`src/rtl/fpa_pkg.sv`:
```
// Package: fpa_pkg
// Shared types and helpers for the fixed-priority hold arbiter.
// Assumes nothing about the requester count; widths are derived by users.
package fpa_pkg;

    // Phase of the arbiter state machine: free, or held by the recorded owner.
    typedef enum logic {
        PH_IDLE = 1'b0,
        PH_HELD = 1'b1
    } phase_e;

    // Width of an index into n requesters, never below one bit.
    function automatic int idx_width(input int n);
        return (n > 1) ? $clog2(n) : 1;
    endfunction

endpackage

```
`src/rtl/prio_pick.sv`:
```
// Module: prio_pick
// Combinational fixed-priority selector: reports whether any candidate bit is
// set and the index of the lowest set bit (bit 0 ranks highest).
// Assumes IW is wide enough to hold N-1.
module prio_pick #(
    parameter int N  = 4,
    parameter int IW = fpa_pkg::idx_width(N)
) (
    input  logic [N-1:0]  cand,
    output logic          any,
    output logic [IW-1:0] win
);

    // Scan from the top so the lowest set index is the last one written.
    always_comb begin
        any = |cand;
        win = '0;
        for (int i = N - 1; i >= 0; i--) begin
            if (cand[i]) begin
                win = IW'(i);
            end
        end
    end

endmodule

```
`src/rtl/arb_state.sv`:
```
// Module: arb_state
// State register of the arbiter: phase plus owner index. It moves to a new
// owner only when free (idle, or when the owner's request has dropped).
// Assumes pick_any/pick_idx come from a priority scan of the same req vector.
module arb_state #(
    parameter int N  = 4,
    parameter int IW = fpa_pkg::idx_width(N)
) (
    input  logic            clk,
    input  logic            rst_n,
    input  logic [N-1:0]    req,
    input  logic            pick_any,
    input  logic [IW-1:0]   pick_idx,
    output fpa_pkg::phase_e phase_q,
    output logic [IW-1:0]   owner_q
);
    import fpa_pkg::*;

    phase_e        phase_d;
    logic [IW-1:0] owner_d;
    logic          owner_keeps;

    // Owner still requesting: the grant must not move.
    assign owner_keeps = req[owner_q];

    // Next-state choice: hold while the owner keeps requesting, otherwise re-pick.
    always_comb begin
        phase_d = phase_q;
        owner_d = owner_q;
        case (phase_q)
            PH_IDLE: begin
                if (pick_any) begin
                    phase_d = PH_HELD;
                    owner_d = pick_idx;
                end
            end
            PH_HELD: begin
                if (!owner_keeps) begin
                    if (pick_any) begin
                        owner_d = pick_idx;
                    end else begin
                        phase_d = PH_IDLE;
                        owner_d = '0;
                    end
                end
            end
            default: begin
                phase_d = PH_IDLE;
                owner_d = '0;
            end
        endcase
    end

    // State register with synchronous active-low reset.
    always_ff @(posedge clk) begin
        if (!rst_n) begin
            phase_q <= PH_IDLE;
            owner_q <= '0;
        end else begin
            phase_q <= phase_d;
            owner_q <= owner_d;
        end
    end

endmodule

```
`src/rtl/grant_decode.sv`:
```
// Module: grant_decode
// Turns the registered phase and owner index into a one-hot-or-zero vector.
// Assumes owner < N whenever the phase is held.
module grant_decode #(
    parameter int N  = 4,
    parameter int IW = fpa_pkg::idx_width(N)
) (
    input  fpa_pkg::phase_e phase,
    input  logic [IW-1:0]   owner,
    output logic [N-1:0]    gnt
);
    import fpa_pkg::*;

    // One comparator per requester line.
    for (genvar g = 0; g < N; g++) begin : g_line
        assign gnt[g] = (phase == PH_HELD) && (owner == IW'(g));
    end

endmodule

```
`src/rtl/fp_hold_arbiter.sv`:
```
// Module: fp_hold_arbiter
// Non-preemptive fixed-priority arbiter for N requesters. A grant lasts until
// its owner drops its request; priority (lowest index wins) applies only when
// the resource is free. The grant follows the sampling edge by one clock.
// Assumes requesters keep req high for the whole use of the resource.
module fp_hold_arbiter #(
    parameter int N = 4
) (
    input  logic         clk,
    input  logic         rst_n,
    input  logic [N-1:0] req,
    output logic [N-1:0] gnt
);
    import fpa_pkg::*;

    localparam int IW = idx_width(N);

    logic          pick_any;
    logic [IW-1:0] pick_idx;
    phase_e        phase_q;
    logic [IW-1:0] owner_q;

    prio_pick #(.N(N), .IW(IW)) u_pick (
        .cand (req),
        .any  (pick_any),
        .win  (pick_idx)
    );

    arb_state #(.N(N), .IW(IW)) u_state (
        .clk      (clk),
        .rst_n    (rst_n),
        .req      (req),
        .pick_any (pick_any),
        .pick_idx (pick_idx),
        .phase_q  (phase_q),
        .owner_q  (owner_q)
    );

    grant_decode #(.N(N), .IW(IW)) u_dec (
        .phase (phase_q),
        .owner (owner_q),
        .gnt   (gnt)
    );

    // Lowest set request bit by two's-complement isolation, for the checks only.
    logic [N-1:0] req_low;
    assign req_low = req & (~req + 1'b1);

    // reset always leaves the grant vector empty.
    assert_reset_clear_R1: assert property (@(posedge clk)
        !rst_n |=> (gnt == '0));

    // never more than one grant.
    assert_onehot0_R2: assert property (@(posedge clk) disable iff (!rst_n)
        $onehot0(gnt));

    // from idle, the lowest pending request wins.
    assert_idle_pick_R3: assert property (@(posedge clk) disable iff (!rst_n)
        ((gnt == '0) && (req != '0)) |=> (gnt == $past(req_low)));

    // idle with no requests stays idle.
    assert_idle_stay_R4: assert property (@(posedge clk) disable iff (!rst_n)
        ((gnt == '0) && (req == '0)) |=> (gnt == '0));

    // released resource passes straight to the lowest pending request.
    assert_handover_R6: assert property (@(posedge clk) disable iff (!rst_n)
        ((gnt != '0) && ((gnt & req) == '0) && (req != '0)) |=> (gnt == $past(req_low)));

    // released resource with nobody waiting goes idle.
    assert_release_idle_R7: assert property (@(posedge clk) disable iff (!rst_n)
        ((gnt != '0) && (req == '0)) |=> (gnt == '0));

    for (genvar a = 0; a < N; a++) begin : g_chk
        // an owner that keeps requesting keeps its grant.
        assert_no_preempt_R5: assert property (@(posedge clk) disable iff (!rst_n)
            (gnt[a] && req[a]) |=> gnt[a]);

        // no grant to a line that was not requesting.
        assert_grant_needs_req_R8: assert property (@(posedge clk) disable iff (!rst_n)
            !req[a] |=> !gnt[a]);
    end

endmodule

```
`config.mk`:
```
export PLATFORM = sky130hd
export DESIGN_NAME = fp_hold_arbiter
export DESIGN_NICKNAME = d
export VERILOG_FILES = /design/src/rtl/fpa_pkg.sv /design/src/rtl/prio_pick.sv /design/src/rtl/arb_state.sv /design/src/rtl/grant_decode.sv /design/src/rtl/fp_hold_arbiter.sv
export SDC_FILE = /design/constraint.sdc
export NUM_CORES = 1
export LEC_CHECK = 0
export BUFFER_PORTS_ARGS = -buffer_cell sky130_fd_sc_hd__buf_4
export CAP_MARGIN = 0
export CORE_AREA = 2 2 39 41
export DETAILED_ROUTE_END_ITERATION = 8
export DIE_AREA = 0 0 41 43
export PLACE_DENSITY = 0.41
export SLEW_MARGIN = 40
export SYNTH_ARGS = -nofsm -noshare
export SYNTH_HDL_FRONTEND = slang
export SYNTH_HIERARCHICAL = 1
export SYNTH_SLANG_ARGS = --single-unit
```
`constraint.sdc`:
```
create_clock -name clk -period 1.3 [get_ports clk]
set_input_delay 0.195 -clock clk [delete_from_list [all_inputs] [get_ports clk]]
set_output_delay 0.195 -clock clk [all_outputs]
set_load 0.02 [all_outputs]
```
==> impl_results.md, run 1 <==
- Status: finished, final reports clean
- Vias per cell: 4.483
- Buf+Inv Stages, Crit Path: 1
- Slowest library cell on the worst path: dfxtp_1
- WP data required: 1.11 ns
- Core area: 1384 um2
- DRC viols: 0
- Inst Count DP: 54
- Sequential share of the synthesized area: 24.12%
- Family with the most delay on the worst path: flip-flops
- Cell Area, Placed: 336.6 um2
- Worst-path maximum fanout: 8
- Top-area cell type share of the netlist area: 24.12%
- Hold WS: 0.2185 ns
- Total grt overflow: 0
- Final Cell Area: 367.9 um2
- CP Cell Sequence: nor3b_2 > buf_4
- Tmin final: 1.228 ns
- Largest family of logic cells by synthesized area: simple AND/OR/NAND/NOR gates
- Syn Inst Count: 29
- Crit Path Category: reg2out
- GR Util met2: 11.56%
- Post-Synth XOR/XNOR Area: 0%
- Synthesized area per cell: 8.586 um2
- Met1 Track Usage GR: 9.554%
- Yosys reg bits: 3
- Die area: 1763 um2
- Slew HR: 79.70%
- Final ANT Viol Nets: 0
- Global-route wire length before repair: 959 um
- Post-Syn Nets: 35
- GRT Resource Usage Total: 8.809%
- Period utilization: 94.46%
- Num CTS Buffers: 3
- Crit path DAT: 1.03 ns
- Commonest cells after routing, fill and taps aside: 9 x buf_4, 3 x clkbuf_4, 3 x nand2_1
- Final Power: 352.0 uW
- Sequential power share: 30.8%
- Placer Congestion: 0.7112
- Clk sink count: 3
- Initial antenna violation count: 0
- Nets: 49
- Pwr/cell area: 956.8 nW/um2
- Synth top area cells: dfxtp_1 24%, mux2i_1 8.0%, and3b_1 7.0%, mux2_4 6.0%, nand2b_1 5.0%
- Synth Area in Compound Gates: 21.11%
- Largest net degree at the start of global routing: 9
- Yosys warns: 6
- CP peak stage delay: 0.44 ns
- Switching Power: 97.12 uW
- Chip Width: 41 um
- Initial DRC count: 3
- I/O Buffers: 9
- Area occupied by multi-input gates: 188.9 um2
- CTS root buffer: clkbuf_4
- Layout cell share with drive strength beyond 1: 50.00%
- FP Rows: 14
- DR vias: 260
- CTS Buffer Depth: 2
- Max_cap viols: 0
- Antenna cells: 0
- I/O pins: 10
- Hold Fails Final Rpt: 0
- Worst-margin pin slew: 0.3045 ns
- Worst-path clk slew: 0.03 ns
- FF+latch area: 61.31 um2
- Area grow syn2layout: 47.74%
- Leakage power: 0.0001603 uW
- H-tree levels: 1
- Synth Area in Simple Gates: 39.20%
- Max Clock Skew: 0.007345 ns
- Routed wire per std cell: 10.43 um
- Adder-cell share of the synthesized area: 0%
- Mux contribution to synthesized area: 14.07%
- Most common cell after layout, fill and taps aside: buf_4
- Clk_lat worst skew: 0.24 ns
- Netlist Area Pre-Place: 249.0 um2
- Final non-filler cell total: 58
- Setup TNS: 0 ns
- Initial Util: 17.99%
- Internal power: 254.8 uW
- WL final: 605 um
- Clock Power Share: 47.4%
- CTS tree: built
- Worst VDD drop: 239.3 uV
- Die Y: 43 um
- Busiest grt layer: met4
- Critical Path End Type: output port
- Number of global-route vias before repair: 252
- Count of different cell masters after synthesis: 20
- Worst min-delay path class: in2reg
- Final setup fails: 0
- 1st-pass router iterations: 2
- GR Layer Usage met3: 0%
- Max Slew Vio Count: 0
- Maximum clock rate: 814.4 MHz
- Area leader, netlist: dfxtp_1
- CP Launch Type: register
- Net Sw Frac: 27.59%
- Fill count: 153
- Gate power share: 21.8%
## power by group through the flow
stage / registers (uW) / clock network (uW) / logic [uW]
5_1_grt: 110 / 179 / 84.6
3_3_place_gp: 109 / 0 / 73.8
3_5_place_dp: 110 / 0 / 75.2
2_1_floorplan: 107 / 0 / 45.1
6_report: 108 / 167 / 76.8
4_1_cts: 108 / 177 / 75.3
## final cells by class
class | count | share of cell area (%)
clock buffer | 4 | 7.143
timing repair buffer | 9 | 18.37
inverter | 1 | 1.020
multi-input combinational | 25 | 51.36
sequential | 3 | 16.67
tap | 16 | 5.442
## Yosys cell counts
cell type  instances
dfxtp_1            3
nand2_1            3
and3b_1            2
mux2i_1            2
nand2b_1           2
nand3_1            2
nor2_1             2
a21oi_2            1
and2_2             1
and3_2             1
inv_1              1
mux2_4             1
nor3_1             1
nor3b_2            1
o21a_1             1
o221ai_1           1
o22ai_1            1
o22ai_2            1
o2bb2ai_1          1
or2_2              1
## sequential cells by signal, indices dropped and copies added (netlist names)
name             cells
u_state/owner_q      2
u_state/phase_q      1
## path summary, 6_finish.rpt
kind	startpoint	endpoint	slack, ns	depth (start not counted)
max reg2reg	u_state/owner_q[1]$_SDFFE_PN0P_	u_state/phase_q$_SDFF_PN0_	0.13	3
min reg2reg	u_state/owner_q[0]$_SDFFE_PN0P_	u_state/owner_q[0]$_SDFFE_PN0P_	0.58	2
min	rst_n	u_state/phase_q$_SDFF_PN0_	0.22	2
max	u_state/phase_q$_SDFF_PN0_	gnt[0]	0.07	2
## timing repair
| action | 4_1_cts | 5_1_grt |
|---|---|---|
| hold buffers | 0 | 0 |
| setup buffers | 0 | 0 |
| resized for setup | 0 | 2 |
| endpoints found under the hold margin | 0 | 0 |
| setup endpoints to repair | 0 | 2 |
## layer usage
metal / vias up / part of all wire [%] / wire, um
met5: - / 0 / 0
met4: 0 / 2.5 / 15
met3: 2 / 5.1 / 31
met2: 9 / 48 / 293
met1: 116 / 44 / 264
li1: 133 / - / -
## stage by stage
| stage | worst slack [ns] | utilization [%] |
|---|---|---|
| floorplan | 0.1815 | - |
| global placement | 0.1241 | 24.32 |
| detailed placement | 0.04754 | 24.32 |
| CTS | 0.02987 | 26.22 |
| global route | -0.01531 | 26.58 |
| finish | 0.07203 | 26.58 |
## cell families after synthesis
group                  Yosys count
AO/OA/AOI/OAI                    6
buffers and inverters            1
flip-flops                       3
multiplexers                     3
AND/OR/NAND/NOR                 16
No activity file was read; power rests on OpenSTA's default activity.
==> run 2: changes to the inputs <==
--- a/config.mk
+++ b/config.mk
@@ -5,12 +5,14 @@
 export SDC_FILE = /design/constraint.sdc
 export NUM_CORES = 1
 export LEC_CHECK = 0
+export ABC_AREA = 1
 export BUFFER_PORTS_ARGS = -buffer_cell sky130_fd_sc_hd__buf_4
 export CAP_MARGIN = 0
 export CORE_AREA = 2 2 39 41
 export DETAILED_ROUTE_END_ITERATION = 8
 export DIE_AREA = 0 0 41 43
 export PLACE_DENSITY = 0.41
+export RECOVER_POWER = 25
 export SLEW_MARGIN = 40
 export SYNTH_ARGS = -nofsm -noshare
 export SYNTH_HDL_FRONTEND = slang
==> impl_results.md, run 2 <==
- Sequential share of the synthesized area: 24.37% (+0.24 points)
- Synth Area in Compound Gates: 13.20% (-7.9 points)
- Global-route wire length before repair: 1055 um (+10%)
- 1st-pass router iterations: 4 (+2)
- Largest net degree at the start of global routing: 7 (-2)
- Clock Power Share: 47.5% (about the same)
- Most common cell in the netlist: inv_1
- Placer Congestion: 0.7068 (-0.62%)
- Max FFs per register: 2 (unchanged)
- FP Rows: 14 (unchanged)
- Hold path depth: 3 (+1)
- Max Clock Skew: 0.002486 ns (-0.004859 ns)
- Net Sw Frac: 27.30% (-0.29 points)
- Worst-path maximum fanout: 6 (-2)
- Total grt overflow: 0 (unchanged)
- CTS root buffer: clkbuf_4
- Tmin final: 1.158 ns (-0.06972 ns)
- WP data required: 1.11 ns (about the same)
- CTS tree: built
- Worst-path clk slew: 0.04 ns (about the same)
- Critical Path End Type: output port
- Yosys warns: 6 (unchanged)
- Clk_lat worst skew: 0.23 ns (about the same)
- Switching Power: 92.50 uW (-4.8%)
- Worst min-delay path class: in2reg
- Post-synth top cells: 12 x inv_1, 11 x nand2_1, 4 x nand3_1, 4 x nor2_1
- Final ANT Viol Nets: 0 (unchanged)
- Most flops, register: u_state/owner_q
- Initial DRC count: 8 (+5)
- Die Y: 43 um (unchanged)
- Synth top area cells: dfxtp_1 24%, inv_1 18%, nand2_1 17%, nand3_1 8.1%, a21oi_2 7.1%
- Hold WS: 0.2299 ns (+0.01142 ns)
- Crit Path Category: reg2out
- Routed wire per std cell: 7.213 um (-31%)
- Post-synth EDFFs: 0 (unchanged)
- Yosys reg bits: 3 (unchanged)
- Ys async rst share: 0% (unchanged)
- Crit path DAT: 0.96 ns (-0.07 ns)
- Leakage power: 0.0002046 uW (+28%)
- Hold Fails Final Rpt: 0 (unchanged)
- Adder-cell share of the synthesized area: 0% (unchanged)
- # hold bufs at CTS: 0 (unchanged)
- Status: finished, final reports clean
- Min-delay src: rst_n
- Die area: 1763 um2 (unchanged)
- Sequential power share: 31.0% (+0.2 points)
- Netlist Area Pre-Place: 246.5 um2 (-1.0%)
- Gate power share: 21.4% (-0.4 points)
- I/O pins: 10 (unchanged)
- Post-Synth XOR/XNOR Area: 0% (unchanged)
- DRC viols: 0 (unchanged)
- Worst VDD drop: 517.8 uV (+120%)
- Slew HR: 87.63% (+7.9 points)
- Syn Inst Count: 45 (+55%)
- Launch point of the worst reg-to-reg path: u_state/owner_q[0]$_SDFFE_PN0P_
- I/O Buffers: 9 (unchanged)
- CP Launch Type: register
- Mux contribution to synthesized area: 0% (-14 points)
- Synth Area in Simple Gates: 41.12% (+1.9 points)
- Initial antenna violation count: 0 (unchanged)
- Number of global-route vias before repair: 290 (+15%)
- Antenna cells: 0 (unchanged)
- Top-area cell type share of the netlist area: 24.37% (+0.24 points)
- Max_cap viols: 0 (unchanged)
- Num CTS Buffers: 3 (unchanged)
- CTS Buffer Depth: 2 (unchanged)
- HPWL after detailed placement: 443 um
- Final setup fails: 0 (unchanged)
- Unrepaired setup endpoints after global routing: no
- Post-CTS Setup Bufs: 0 (unchanged)
- Worst-margin pin slew: 0.1852 ns (-0.1192 ns)
- Critical R2R Capture: u_state/owner_q[0]$_SDFFE_PN0P_
- Core area: 1384 um2 (unchanged)
- Initial Util: 17.81% (-0.18 points)
- Max Slew Vio Count: 0 (unchanged)
- Nets: 66 (+35%)
- Count of different cell masters after synthesis: 11 (-45%)
- WL final: 541 um (-11%)
- Ys flop type: dfxtp_1
- Setup TNS: 0 ns (unchanged)
- Worst r2r path cells: 8 (+5)
- WHS Endpoint: u_state/phase_q$_SDFF_PN0_
- Largest regs: u_state/owner_q x2, u_state/phase_q x1
- Area leader, netlist: dfxtp_1
- GRT Resource Usage Total: 8.826% (+0.018 points)
- Chip Width: 41 um (unchanged)
- DR vias: 276 (+6.2%)
- Layout cell share with drive strength beyond 1: 33.90% (-16 points)
- Maximum clock rate: 863.4 MHz (+6.0%)
- Internal power: 246.3 uW (-3.4%)
- Pwr/cell area: 924.1 nW/um2 (-3.4%)
- Synthesized area per cell: 5.477 um2 (-36%)
- Clk sink count: 3 (unchanged)
- Vias per cell: 3.680 (-18%)
- Period utilization: 89.10% (-5.4 points)
- Post-Syn Nets: 51 (+46%)
- Area grow syn2layout: 48.73%
- # resized after CTS: 0 (unchanged)
- R2R Setup Slk: 0.21 ns (+0.08 ns)
- Largest family of logic cells by synthesized area: simple AND/OR/NAND/NOR gates
- Commonest cells after routing, fill and taps aside: 12 x inv_1, 12 x nand2_1, 10 x buf_4, 4 x nor2_1, 4 x nand3_1
- H-tree levels: 1 (unchanged)
-- run 2: kinds of logic after synthesis --
| kind of cell | after synthesis |
|---|---|
| buffers and inverters | 14 |
| AND/OR/NAND/NOR | 23 |
| flip-flops | 3 |
| AO/OA/AOI/OAI | 5 |
-- run 2: metrics by stage --
step                      power [uW]  setup slack (ns)  instances  util, %  area, um2
final                          338.8            0.1418         75    26.49      366.6
after global routing           376.1          0.007628         75    26.49      366.6
after global placement         182.8            0.1406         71    24.68      341.6
after CTS                      349.8            0.1086         75    26.58      367.9
after detailed placement       181.8            0.1549         71    24.68      341.6
after floorplan                150.8            0.3003         45        -      246.5
-- run 2: how the worst max path moves through the flow --
| stage | from | endpoint | slack, ns |
|---|---|---|---|
| 2_1_floorplan | req[3] | u_state/owner_q[1]$_SDFFE_PN0P_ | 0.30 |
| 3_3_place_gp | req[3] | u_state/owner_q[1]$_SDFFE_PN0P_ | 0.14 |
| 3_5_place_dp | req[3] | u_state/owner_q[1]$_SDFFE_PN0P_ | 0.15 |
| 4_1_cts | u_state/owner_q[0]$_SDFFE_PN0P_ | gnt[3] | 0.11 |
| 5_1_grt | u_state/owner_q[0]$_SDFFE_PN0P_ | gnt[1] | 0.008 |
| 6_report | u_state/owner_q[0]$_SDFFE_PN0P_ | gnt[3] | 0.14 |
-- run 2: final cells by class --
class                           count  area, um2
Clock buffer                        4      26.28
Tap cell                           16      20.02
Sequential cell                     3      61.31
Inverter                           14      52.55
Fill cell                         171       1017
Multi-Input combinational cell     28      131.4
Timing Repair Buffer               10      75.07
-- run 2: critical path, stage by stage, from the launching register on --
cell and delay [ns]:
dfxtp_1 0.40, nand2_1 0.10, nor2_1 0.09, buf_4 0.14
-- run 2: power by group through the flow --
stage,clock [uW],combinational [uW],sequential [uW]
2_1_floorplan,0,46.0,105
3_3_place_gp,0,75.5,107
3_5_place_dp,0,75.1,107
4_1_cts,169,75.5,105
5_1_grt,186,84.0,106
6_report,161,72.6,105
-- run 2: metal layers --
layer / wire length (um) / global-route usage, % / up-vias
li1: - / - / 160
met1: 254 / 10.90 / 110
met2: 273 / 12.19 / 6
met3: 12 / 6.283 / 0
met4: 0 / 2.000 / 0
met5: 0 / 0 / -
==> run 3: changes to the inputs <==
--- a/config.mk
+++ b/config.mk
@@ -8,10 +8,13 @@
 export ABC_AREA = 1
 export BUFFER_PORTS_ARGS = -buffer_cell sky130_fd_sc_hd__buf_4
 export CAP_MARGIN = 0
-export CORE_AREA = 2 2 39 41
+export CELL_PAD_IN_SITES_DETAIL_PLACEMENT = 1
+export CELL_PAD_IN_SITES_GLOBAL_PLACEMENT = 2
+export CORE_MARGIN = 2
+export CORE_UTILIZATION = 19
+export CTS_CLUSTER_SIZE = 25
 export DETAILED_ROUTE_END_ITERATION = 8
-export DIE_AREA = 0 0 41 43
-export PLACE_DENSITY = 0.41
+export PLACE_DENSITY = 0.71
 export RECOVER_POWER = 25
 export SLEW_MARGIN = 40
 export SYNTH_ARGS = -nofsm -noshare
==> constraint.sdc (replaced) <==
create_clock -name clk -period 1.3 [get_ports clk]
set_input_delay 0.065 -clock clk [delete_from_list [all_inputs] [get_ports clk]]
set_output_delay 0.065 -clock clk [all_outputs]
set_load 0.02 [all_outputs]
==> impl_results.md, run 3 (same netlist as run 2, synthesis figures left out) <==
- Status: finished, final reports clean
- Maximum clock rate: 927.6 MHz (+7.4%)
- Total grt overflow: 0 (unchanged)
- Area grow syn2layout: 45.18%
- Worst setup path start: u_state/owner_q[0]$_SDFFE_PN0P_
- CTS tree: built
- Leakage power: 0.0002003 uW (-2.1%)
- Launch point of the worst reg-to-reg path: u_state/owner_q[0]$_SDFFE_PN0P_
- Layout cell share with drive strength beyond 1: 32.76% (-1.1 points)
- Family with the most delay on the worst path: flip-flops
- Pwr/cell area: 952.4 nW/um2 (+3.1%)
- I/O Buffers: 9 (unchanged)
- Routed wire per std cell: 7.556 um (+4.7%)
- Crit Path Category: reg2reg
- Max Slew Vio Count: 0 (unchanged)
- Nets: 65 (-1.5%)
- I/O pins: 10 (unchanged)
- CTS Buffer Depth: 2 (unchanged)
- Max FFs per register: 2 (unchanged)
- Clk_lat worst skew: 0.23 ns (about the same)
- Final non-filler cell total: 72 (-4.0%)
- GRT Resource Usage Total: 9.529% (+0.70 points)
- Num CTS Buffers: 3 (unchanged)
- CTS root buffer: clkbuf_4
- Global-route wire length before repair: 1007 um (-4.5%)
- Initial DRC count: 6 (-2)
- Post-CTS Setup Bufs: 0 (unchanged)
- DR vias: 287 (+4.0%)
- Crit path DAT: 1.24 ns (+0.28 ns)
- 1st-pass router iterations: 2 (-2)
- Inst Count DP: 68 (-4.2%)
- Clk sink count: 3 (unchanged)
- Gate power share: 21.4% (about the same)
- Final ANT Viol Nets: 0 (unchanged)
- Worst-path clk slew: 0.04 ns (about the same)
- Net Sw Frac: 27.93% (+0.63 points)
- Placer Congestion: 0.6272 (-11%)
- Die Y: 40.02 um (-6.9%)
- # resized after CTS: 0 (unchanged)
- WL final: 544 um (+0.55%)
- Final setup fails: 0 (unchanged)
- Vias per cell: 3.986 (+8.3%)
- WP data required: 1.46 ns (+0.35 ns)
- Worst-margin pin slew: 0.2069 ns (+0.02162 ns)
- Largest net degree at the start of global routing: 7 (unchanged)
- CP Launch Type: register
- Largest regs: u_state/owner_q x2, u_state/phase_q x1
- Min-delay src: rst_n
- Max Clock Skew: 0.005289 ns (+0.002803 ns)
- Initial Util: 21.32% (+3.5 points)
- H-tree levels: 1 (unchanged)
- Hold Fails Final Rpt: 0 (unchanged)
- Switching Power: 95.19 uW (+2.9%)
- Unrepaired setup endpoints after global routing: no
- Worst VDD drop: 568.7 uV (+9.8%)
- Worst-path maximum fanout: 6 (unchanged)
- Antenna cells: 0 (unchanged)
- Most flops, register: u_state/owner_q
- Initial antenna violation count: 0 (unchanged)
- Slowest library cell on the worst path: dfxtp_1
- Final Util: 30.95% (+4.5 points)
- # hold bufs at CTS: 0 (unchanged)
- Worst min-delay path class: in2reg
- Internal power: 245.6 uW (-0.27%)
- Max_cap viols: 0 (unchanged)
- Commonest cells after routing, fill and taps aside: 12 x inv_1, 11 x nand2_1, 9 x buf_4, 4 x nor2_1, 4 x nand3_1
- DRC viols: 0 (unchanged)
- FP Rows: 12 (-2)
- CP Cell Sequence: inv_1 > nand2_1 > nand3_1 > nand2_1 > nand2_2 > nand2_2 > nand2_1 > a21oi_1
- Number of global-route vias before repair: 259 (-11%)
- Critical Path End Type: register
- CP peak stage delay: 0.40 ns (about the same)
- Most common cell after layout, fill and taps aside: inv_1
- Most common cell type on the critical path: nand2_1
- Chip Width: 40.02 um (-2.4%)
- Tmin final: 1.078 ns (-0.08021 ns)
- Die area: 1602 um2 (-9.2%)
- Core area: 1156 um2 (-16%)
- Period utilization: 82.93% (-6.2 points)
- HPWL after detailed placement: 452.9 um (+2.2%)
- Buf+Inv Stages, Crit Path: 1 (unchanged)
- Slew HR: 86.19% (-1.4 points)
- Sequential power share: 30.9% (about the same)
- Clock Power Share: 47.7% (+0.2 points)
- Setup TNS: 0 ns (unchanged)
==> run 3: metal layers <==
metal / track usage [%] / vias up / share of wire, %
met5: 0 / - / 0
met4: 2.586 / 0 / 0
met3: 5.000 / 0 / 2.9
met2: 14.92 / 4 / 48
met1: 11.22 / 124 / 49
li1: - / 159 / -
==> run 3: final timing paths <==
check | end | slack [ns] | cells after the start
hold reg to reg | u_state/owner_q[0]$_SDFFE_PN0P_ | 0.53 | 2
hold / removal | u_state/owner_q[0]$_SDFFE_PN0P_ | 0.09 | 3
setup reg to reg | u_state/owner_q[1]$_SDFFE_PN0P_ | 0.22 | 8
setup / recovery | u_state/owner_q[1]$_SDFFE_PN0P_ | 0.22 | 8
==> run 3: area by class of cell <==
class | count | area [um2]
clock buffers | 4 | 26.28
well taps | 14 | 17.52
fillers | 158 | 798.3
multi-input cells | 28 | 133.9
flip-flops and latches | 3 | 60.06
inverters | 14 | 52.55
repair buffers | 9 | 67.56
==> run 3: power groups by stage <==
stage          clock, uW  sequential, uW  combinational (uW)
2_1_floorplan          0             105                46.0
3_3_place_gp           0             108                74.7
3_5_place_dp           0             107                73.8
4_1_cts              170             106                74.1
5_1_grt              182             107                82.8
6_report             163             105                72.9
==> run 3: through the flow <==
step	area, um2	total power (uW)	hold slack [ns]	worst slack [ns]
2_1_floorplan	246.5	150.8	0.2163	0.3609
4_1_cts	357.8	350.1	0.08757	0.2058
6_report	357.8	340.8	0.09149	0.2220
5_1_grt	357.8	371.4	0.1042	0.05643
3_3_place_gp	331.6	182.4	0.3296	0.1814
3_5_place_dp	331.6	180.9	0.3344	0.2126
==> run 3: worst min-delay path, stage by stage <==
cell and delay [ns]:
buf_4 0.07, inv_1 0.04, a21oi_1 0.10
